**config.mk**
```make
export PLATFORM = sky130hd
export DESIGN_NAME = ledpw_encoder
export DESIGN_NICKNAME = d
export VERILOG_FILES = /design/src/rtl/ledpw_pkg.sv /design/src/rtl/ledpw_period.sv /design/src/rtl/ledpw_shift.sv /design/src/rtl/ledpw_latch.sv /design/src/rtl/ledpw_encoder.sv
export SDC_FILE = /design/constraint.sdc
export NUM_CORES = 1
export LEC_CHECK = 0
export CAP_MARGIN = 20
export CELL_PAD_IN_SITES_DETAIL_PLACEMENT = 1
export CELL_PAD_IN_SITES_GLOBAL_PLACEMENT = 2
export CORE_MARGIN = 1.5
export CORE_UTILIZATION = 35
export CTS_CLUSTER_DIAMETER = 30
export CTS_CLUSTER_SIZE = 20
export DETAILED_ROUTE_END_ITERATION = 12
export PLACE_DENSITY_LB_ADDON = 0.1
export SLEW_MARGIN = 10
export SYNTH_ARGS = -nofsm -noshare
export SYNTH_HDL_FRONTEND = slang
export SYNTH_SLANG_ARGS = --single-unit
```
**constraint.sdc**
```tcl
create_clock -name clk -period 2.85 [get_ports clk]
set_input_delay 0.57 -clock clk [delete_from_list [all_inputs] [get_ports clk]]
set_output_delay 0.57 -clock clk [all_outputs]
set_load 0.03 [all_outputs]
```
**src/rtl/ledpw_pkg.sv**
```systemverilog
package ledpw_pkg;
   typedef enum logic [1:0] {
      ST_IDLE  = 2'd0,
      ST_RUN   = 2'd1,
      ST_TAIL  = 2'd2,
      ST_LATCH = 2'd3
   } ledpw_state_e;
endpackage

```
**src/rtl/ledpw_period.sv**
```systemverilog
module ledpw_period #(
   parameter int PERIOD = 300,
   localparam int CW = $clog2(PERIOD)
) (
   input  logic          clk,
   input  logic          rst_n,
   input  logic          arm,
   input  logic          run,
   output logic [CW-1:0] cnt,
   output logic          wrap
);
   localparam logic [CW-1:0] LAST = CW'(PERIOD - 1);

   assign wrap = run && (cnt == LAST);

   always_ff @(posedge clk or negedge rst_n) begin
      if (!rst_n)     cnt <= '0;
      else if (arm)   cnt <= LAST;
      else if (wrap)  cnt <= '0;
      else if (run)   cnt <= cnt + 1'b1;
      else            cnt <= '0;
   end
endmodule

```
**src/rtl/ledpw_shift.sv**
```systemverilog
module ledpw_shift #(
   parameter int WORD_W = 24,
   localparam int LW = $clog2(WORD_W)
) (
   input  logic              clk,
   input  logic              rst_n,
   input  logic              load,
   input  logic              step,
   input  logic [WORD_W-1:0] word,
   output logic              next_bit,
   output logic              empty
);
   logic [WORD_W-1:0] sreg;
   logic [LW-1:0]     left;

   assign next_bit = sreg[WORD_W-1];
   assign empty    = (left == '0);

   always_ff @(posedge clk or negedge rst_n) begin
      if (!rst_n) begin
         sreg <= '0;
         left <= '0;
      end else if (load) begin
         sreg <= word << 1;
         left <= LW'(WORD_W - 1);
      end else if (step) begin
         sreg <= sreg << 1;
         left <= left - 1'b1;
      end
   end
endmodule

```
**src/rtl/ledpw_latch.sv**
```systemverilog
module ledpw_latch #(
   parameter int LATCH_CYC = 6250,
   localparam int LW = $clog2(LATCH_CYC + 1)
) (
   input  logic clk,
   input  logic rst_n,
   input  logic en,
   output logic expire
);
   logic [LW-1:0] lcnt;

   assign expire = en && (lcnt == LW'(LATCH_CYC - 1));

   always_ff @(posedge clk or negedge rst_n) begin
      if (!rst_n)               lcnt <= '0;
      else if (!en || expire)   lcnt <= '0;
      else                      lcnt <= lcnt + 1'b1;
   end
endmodule

```
**src/rtl/ledpw_encoder.sv**
```systemverilog
module ledpw_encoder
   import ledpw_pkg::*;
#(
   parameter int PERIOD    = 300,
   parameter int ONE_HI    = 239,
   parameter int ZERO_HI   = 119,
   parameter int LATCH_CYC = 6250,
   parameter int WORD_W    = 24
) (
   input  logic              clk,
   input  logic              rst_n,
   input  logic              start,
   input  logic              col_valid,
   input  logic [WORD_W-1:0] col_data,
   output logic              col_ready,
   output logic              dout,
   output logic              busy,
   output logic              done
);
   localparam int CW = $clog2(PERIOD);
   localparam logic [CW-1:0] CMP_ONE  = CW'(ONE_HI);
   localparam logic [CW-1:0] CMP_ZERO = CW'(ZERO_HI);

   if (PERIOD < 4)                      begin : g_bad_period $error("PERIOD too short"); end
   if (ONE_HI >= PERIOD)                begin : g_bad_one    $error("ONE_HI must be below PERIOD"); end
   if (ZERO_HI < 1 || ZERO_HI >= ONE_HI) begin : g_bad_zero $error("ZERO_HI must lie in 1..ONE_HI-1"); end
   if (LATCH_CYC < 1)                   begin : g_bad_latch  $error("LATCH_CYC must be positive"); end
   if (WORD_W % 8 != 0)                 begin : g_bad_word   $error("WORD_W must be whole bytes"); end

   ledpw_state_e  st;
   logic [CW-1:0] cnt, cmp_act;
   logic          wrap, arm, running, nxt_bit, sh_empty, sh_step, accept, expire;

   assign arm       = (st == ST_IDLE) && start;
   assign running   = (st == ST_RUN) || (st == ST_TAIL);
   assign col_ready = (st == ST_RUN) && wrap && sh_empty;
   assign accept    = col_ready && col_valid;
   assign sh_step   = (st == ST_RUN) && wrap && !sh_empty;
   assign busy      = (st != ST_IDLE);
   assign dout      = (cnt < cmp_act);

   ledpw_period #(.PERIOD(PERIOD)) u_period (
      .clk(clk), .rst_n(rst_n), .arm(arm), .run(running), .cnt(cnt), .wrap(wrap)
   );

   ledpw_shift #(.WORD_W(WORD_W)) u_shift (
      .clk(clk), .rst_n(rst_n), .load(accept), .step(sh_step),
      .word(col_data), .next_bit(nxt_bit), .empty(sh_empty)
   );

   ledpw_latch #(.LATCH_CYC(LATCH_CYC)) u_latch (
      .clk(clk), .rst_n(rst_n), .en(st == ST_LATCH), .expire(expire)
   );

   always_ff @(posedge clk or negedge rst_n) begin
      if (!rst_n) begin
         st      <= ST_IDLE;
         cmp_act <= '0;
         done    <= 1'b0;
      end else begin
         done <= 1'b0;
         unique case (st)
            ST_IDLE: begin
               cmp_act <= '0;
               if (start) st <= ST_RUN;
            end
            ST_RUN: if (wrap) begin
               if (!sh_empty)      cmp_act <= nxt_bit ? CMP_ONE : CMP_ZERO;
               else if (col_valid) cmp_act <= col_data[WORD_W-1] ? CMP_ONE : CMP_ZERO;
               else begin
                  cmp_act <= '0;
                  st      <= ST_TAIL;
               end
            end
            ST_TAIL: if (wrap) st <= ST_LATCH;
            ST_LATCH: if (expire) begin
               st   <= ST_IDLE;
               done <= 1'b1;
            end
            default: st <= ST_IDLE;
         endcase
      end
   end
endmodule

```
# Yosys cells after proc, flatten, opt, wreduce, memory -nomap -nowiden
# Cells that the tools add are included.
# word_totals
ff_bits,63
input_bits,28
out_inout_bits,4
word_cells,63
# classes
n_addsub,3
magnitude_cmp,1
eq_ne,11
n_mux,23
reduce_logical,18
# op_table
cell,count
$mux 24,2
$mux 9,4
$mux 8,4
$pmux 9 s2,1
$add 13x1->13 const B,1
$eq 13x13->1 const B,1
$mux 13,1
$mux 2,6
$ne 2x2->1 const B,6
$mux 5,2
$add 9x1->9 const B,1
$eq 9x9->1 const B,1
$lt 9x9->1,1
$pmux 2 s4,1
$logic_and 1x1->1,7
$reduce_and 6->1,1
$reduce_bool 2->1,3
$logic_not 5->1,1
$sub 5x1->5 const B,1
$eq 2x2->1 const B,2
$eq 2x1->1 const B,1
$logic_not 1->1,2
$logic_not 2->1,1
$logic_or 1x1->1,2
other kinds (2),3

# Logic depth before layout (Yosys ltp)
# depth
word_depth,7
ltp_mapped,9
mapped_depth_nobuf,7

# By module
# Synthesis repeated with hierarchy kept, for this count alone.
# unflattened
cells_unflattened,300
area_unflattened_um2,3076.7
# modules_own_cells
module,instances,cells_each,area_per_inst_um2,seq_area_each_um2
ledpw_shift,1,126,1341.3,700.7
ledpw_latch,1,70,683.2,325.3
ledpw_encoder,1,60,579.3,150.1
ledpw_period,1,44,473.0,225.2

# Worst setup path after synthesis
# OpenSTA, ideal clock, no wires.
# synth_timing
path_type,flip-flop to output port
startpoint,reg u_period.cnt[0]
endpoint,out col_ready
arrival_ps,1829
required_time_ps,2280
setup_slack_ps,451
path_stages_with_launch,6
path_buffers,0
cell_sequence,dfrtp_1 -> ha_1 -> or4bb_1 -> nor2_1 -> nand3_1 -> nor2_1
# synth_between
elab_chain_len,4
# synth_lines
item,line_no,text
start: declaration,ledpw_period.sv:9,"output logic [CW-1:0] cnt,"
start signal: assignment,ledpw_period.sv:20,else if (run) cnt <= cnt + 1'b1;
$eq 9x9->1,ledpw_period.sv:14,assign wrap = run && (cnt == LAST);
$logic_and 1x1->1,ledpw_period.sv:14,
$logic_and 1x1->1 (2 in series),ledpw_encoder.sv:36,assign col_ready = (st == ST_RUN) && wrap && sh_empty;
end: declaration,ledpw_encoder.sv:15,"output logic col_ready,"
# Every way passes these cells.

# Worst setup path after layout
# layout_timing
startpoint,reg cmp_act[6]
endpoint,out dout
# layout_between
elab_chain_len,1
# layout_lines
item,line_no,text
start: declaration,ledpw_encoder.sv:31,"logic [CW-1:0] cnt, cmp_act;"
start signal: assignment,ledpw_encoder.sv:68,if (!sh_empty) cmp_act <= nxt_bit ? CMP_ONE : CMP_ZERO;
start signal: assignment,ledpw_encoder.sv:69,else if (col_valid) cmp_act <= col_data[WORD_W-1] ? CMP_ONE : CMP_ZERO;
$lt 9x9->1,ledpw_encoder.sv:40,assign dout = (cnt < cmp_act);
end: declaration,ledpw_encoder.sv:16,"output logic dout,"
# Every way passes these cells.

==> impl_metrics.py <==
metrics = {
    "global_routing": {
        "gr-total-overflow": 0,
        "grt_usage": 0.1663,
        "grt_max_degree": 29,
        "grt_pass1_wl_mm": 11.61,
        "antenna_found_initial": 0,
        "grt_pass1_vias": 2389,
    },
    "floorplanning": {
        "die-area_um2": 8794,
        "ios": 32,
        "fp.coreArea_um2": 7848,
        "fp.dieW_um": 93.78,
        "initial_utilization": 0.3675,
        "rows": 32,
        "die_h_um": 93.78,
    },
    "cts": {
        "clk_pin_slew_worst_paths_ns": 0.10,
        "cts_resized": 1,
        "cts_sinks": 56,
        "tritoncts": "done",
        "postCtsSetupRepairBufs": 0,
        "h-tree-depth": 2,
        "clockBufferDepth": 2,
        "clk_latency_ns": 0.31,
        "cts_buffers": 5,
        "clock-root-buffer": "clkbuf_8",
        "cts_hold_buffers": 0,
    },
    "detailed_routing": {
        "post_drt_wl_per_cell_um": 15.40,
        "vias_per_cell": 5.207,
        "ant_nets": 0,
        "drtIter0Drc": 67,
        "drc": 0,
        "drt_pass1_iterations": 4,
        "finalWirelength_mm": 6.683,
        "route.vias.total": 2260,
    },
    "hold_path": {
        "hold_path.class": "primary input to asynchronous set/reset pin",
    },
    "placed_design": {
        "gp_congestion": 0.7831,
        "dp_hpwl_mm": 4.727,
        "portBuffers": 31,
    },
    "worst_setup_path": {
        "worstSetupEndpointType": "output port",
        "crit_top_cell": "a21o_1",
        "path_cells": "inv_1 -> ha_1 -> a21o_1 -> a21o_1 -> a21oi_1 -> o211a_1 -> dlygate4sd2_1",
        "cpPeakStageDelay_ns": 0.42,
        "critPathKind": "register to output port",
        "crit_slowest_cell": "dfrtp_1",
        "required_ns": 2.28,
        "path_delay_family": "compound AO/OA/AOI/OAI gates",
        "path_buf_inv": 2,
        "path_max_fanout": 4,
        "crit_path_start_kind": "register",
        "arrival_ns": 2.12,
    },
    "timing": {
        "worst_pin_slew_ns": 0.6899,
        "setup_viol": 0,
        "finalClockSkew_ns": 0.009156,
        "period_minus_slack_ns": 2.694,
        "rsz0062_at_grt": "false",
        "hold_ws_ns": 0.2939,
        "clock.fmax_mhz": 371.2,
        "slew_headroom": 0.5401,
        "slew_violations": 0,
        "tns_ns": 0,
        "hold_viol": 0,
        "period_share": 0.9453,
    },
    "pwr": {
        "p_leak_nw": 1.468,
        "ir_drop_v": 0.0002400,
        "p_total_mw": 1.307,
        "p_per_area_nw_per_um2": 382.1,
    },
    "final_layout": {
        "num_antenna_cells": 0,
        "area_delta_synth_final_pct": 18.57,
        "fill_cells": 951,
        "drive_gt1_frac": 0.09940,
        "utilization": 0.4357,
        "nets": 374,
    },
    "yosys": {
        "synth-seq-cells": 56,
        "syn_area_um2": 2884,
        "yosysSeqAreaShare": 0.4859,
        "syn_inst": 298,
        "avgSynthCellArea_um2": 9.678,
        "syn_nets": 341,
        "yosys_warnings": 0,
        "synth_cell_types": 40,
    },
    "run": {
        "drv_cap": 0,
    },
    "run_status": {
        "outcome": "finished, final reports clean",
    },
}
-- layout make-up --
class	count	area, µm²	area share
Timing Repair Buffer	38	354.1	0.1035
Clock buffer	5	68.82	0.02012
Sequential cell	56	1401	0.4098
Multi-Input combinational cell	215	1393	0.4072
Tap cell	102	127.6	0.03732
Clock inverter	3	18.77	0.005488
Inverter	15	56.30	0.01647
-- cells by family (layout without fill, tap and decap cells) --
group / count (synthesis) / count (layout) / share of synthesized area
multiplexers: 2 / 2 / 0.007809
adder cells (fa/ha/maj): 15 / 15 / 0.06508
AO/OA/AOI/OAI: 76 / 76 / 0.1683
buffers and inverters: 27 / 61 / 0.03904
AND/OR/NAND/NOR: 105 / 105 / 0.1822
flip-flops: 56 / 56 / 0.4859
XOR/XNOR: 17 / 17 / 0.05163
-- power by group --
group | total [mW] | switching, mW | internal [mW] | leakage [nW]
logic | 0.0634 | 0.0264 | 0.0370 | 0.685
clock network | 0.443 | 0.270 | 0.172 | 0.0479
registers | 0.801 | 0.00449 | 0.796 | 0.735
total | 1.31 | 0.301 | 1.01 | 1.47
-- layout by cell type (no fill, tap or decap), types with 3 or more instances in the layout --
| cell | n |
|---|---|
| nand3_1 | 10 |
| a31oi_1 | 3 |
| xor2_1 | 6 |
| and3_1 | 3 |
| o21ai_0 | 12 |
| xnor2_1 | 11 |
| inv_1 | 15 |
| nor3_1 | 4 |
| a21oi_1 | 25 |
| nand4_1 | 8 |
| nand2_1 | 13 |
| clkdlybuf4s50_1 | 28 |
| or2_2 | 3 |
| dfrtp_1 | 56 |
| buf_4 | 8 |
| a21o_1 | 5 |
| ha_1 | 14 |
| o22ai_1 | 22 |
| nor2_1 | 50 |
| clkbuf_8 | 5 |
-- metal layers --
metal	track usage	up-vias	share of wire
met5	0	-	0
met4	0.02985	0	0.0063
li1	-	1119	-
met1	0.2341	1102	0.50
met2	0.2723	35	0.46
met3	0.02751	4	0.029
-- state kept, by name, indices dropped and copies added, names as in the netlist --
| register | count |
|---|---|
| done | 1 |
| u_period.cnt | 9 |
| u_latch.lcnt | 13 |
| cmp_act | 3 |
| u_shift.sreg | 23 |
| st | 2 |
| u_shift.left | 5 |
-- metrics by stage --
step	cell area (µm²)	setup slack, ns	std cells
after floorplan	2884	0.4509	298
after global placement	3319	0.2320	426
after detailed placement	3319	0.2180	426
after CTS	3406	0.03419	434
after global routing	3420	0.02483	434
final	3420	0.1560	434
-- worst paths after layout --
| path | from | to | slack [ns] | cells after the start |
|---|---|---|---|---|
| max reg2reg | u_shift.left[0] | st[0] | 0.53 | 7 |
| max | cmp_act[6] | dout | 0.16 | 7 |
| min reg2reg | cmp_act[3] | cmp_act[3] | 0.51 | 1 |
| max in group asynchronous | rst_n | u_shift.sreg[2] | 1.84 | 2 |
| min | rst_n | u_period.cnt[4] | 0.29 | 1 |
| min in group clk | cmp_act[3] | cmp_act[3] | 0.51 | 1 |
-- cells in the mapped netlist --
cell	number	area, µm²
a2111oi_2	1	15.01
a211oi_1	1	7.510
a21o_1	5	37.54
a21oi_1	25	125.1
a31o_2	1	8.760
a31oi_1	3	18.77
a32o_1	1	10.01
and2_1	1	6.260
and3_1	3	18.77
buf_4	3	22.52
clkbuf_1	9	33.78
dfrtp_1	56	1401
ha_1	15	187.7
inv_1	15	56.30
mux2_2	2	22.52
nand2_1	13	48.80
nand2b_1	1	6.260
nand3_1	11	55.05
nand4_1	8	50.05
nand4b_1	1	8.760
nand4bb_1	1	11.26
nor2_1	51	191.4
nor3_1	4	20.02
nor4_1	2	12.51
nor4_4	1	21.27
nor4b_2	1	15.01
o211a_1	1	10.01
o211ai_2	1	12.51
o21a_1	1	7.510
o21ai_0	12	60.06
o22ai_1	22	137.6
o31ai_1	1	7.510
o41ai_4	1	27.53
or2_2	3	18.77
or3_1	1	6.260
or4b_1	1	10.01
or4b_4	1	13.76
or4bb_1	1	11.26
xnor2_1	11	96.34
xor2_1	6	52.55
No activity file was read; power rests on OpenSTA's default activity.
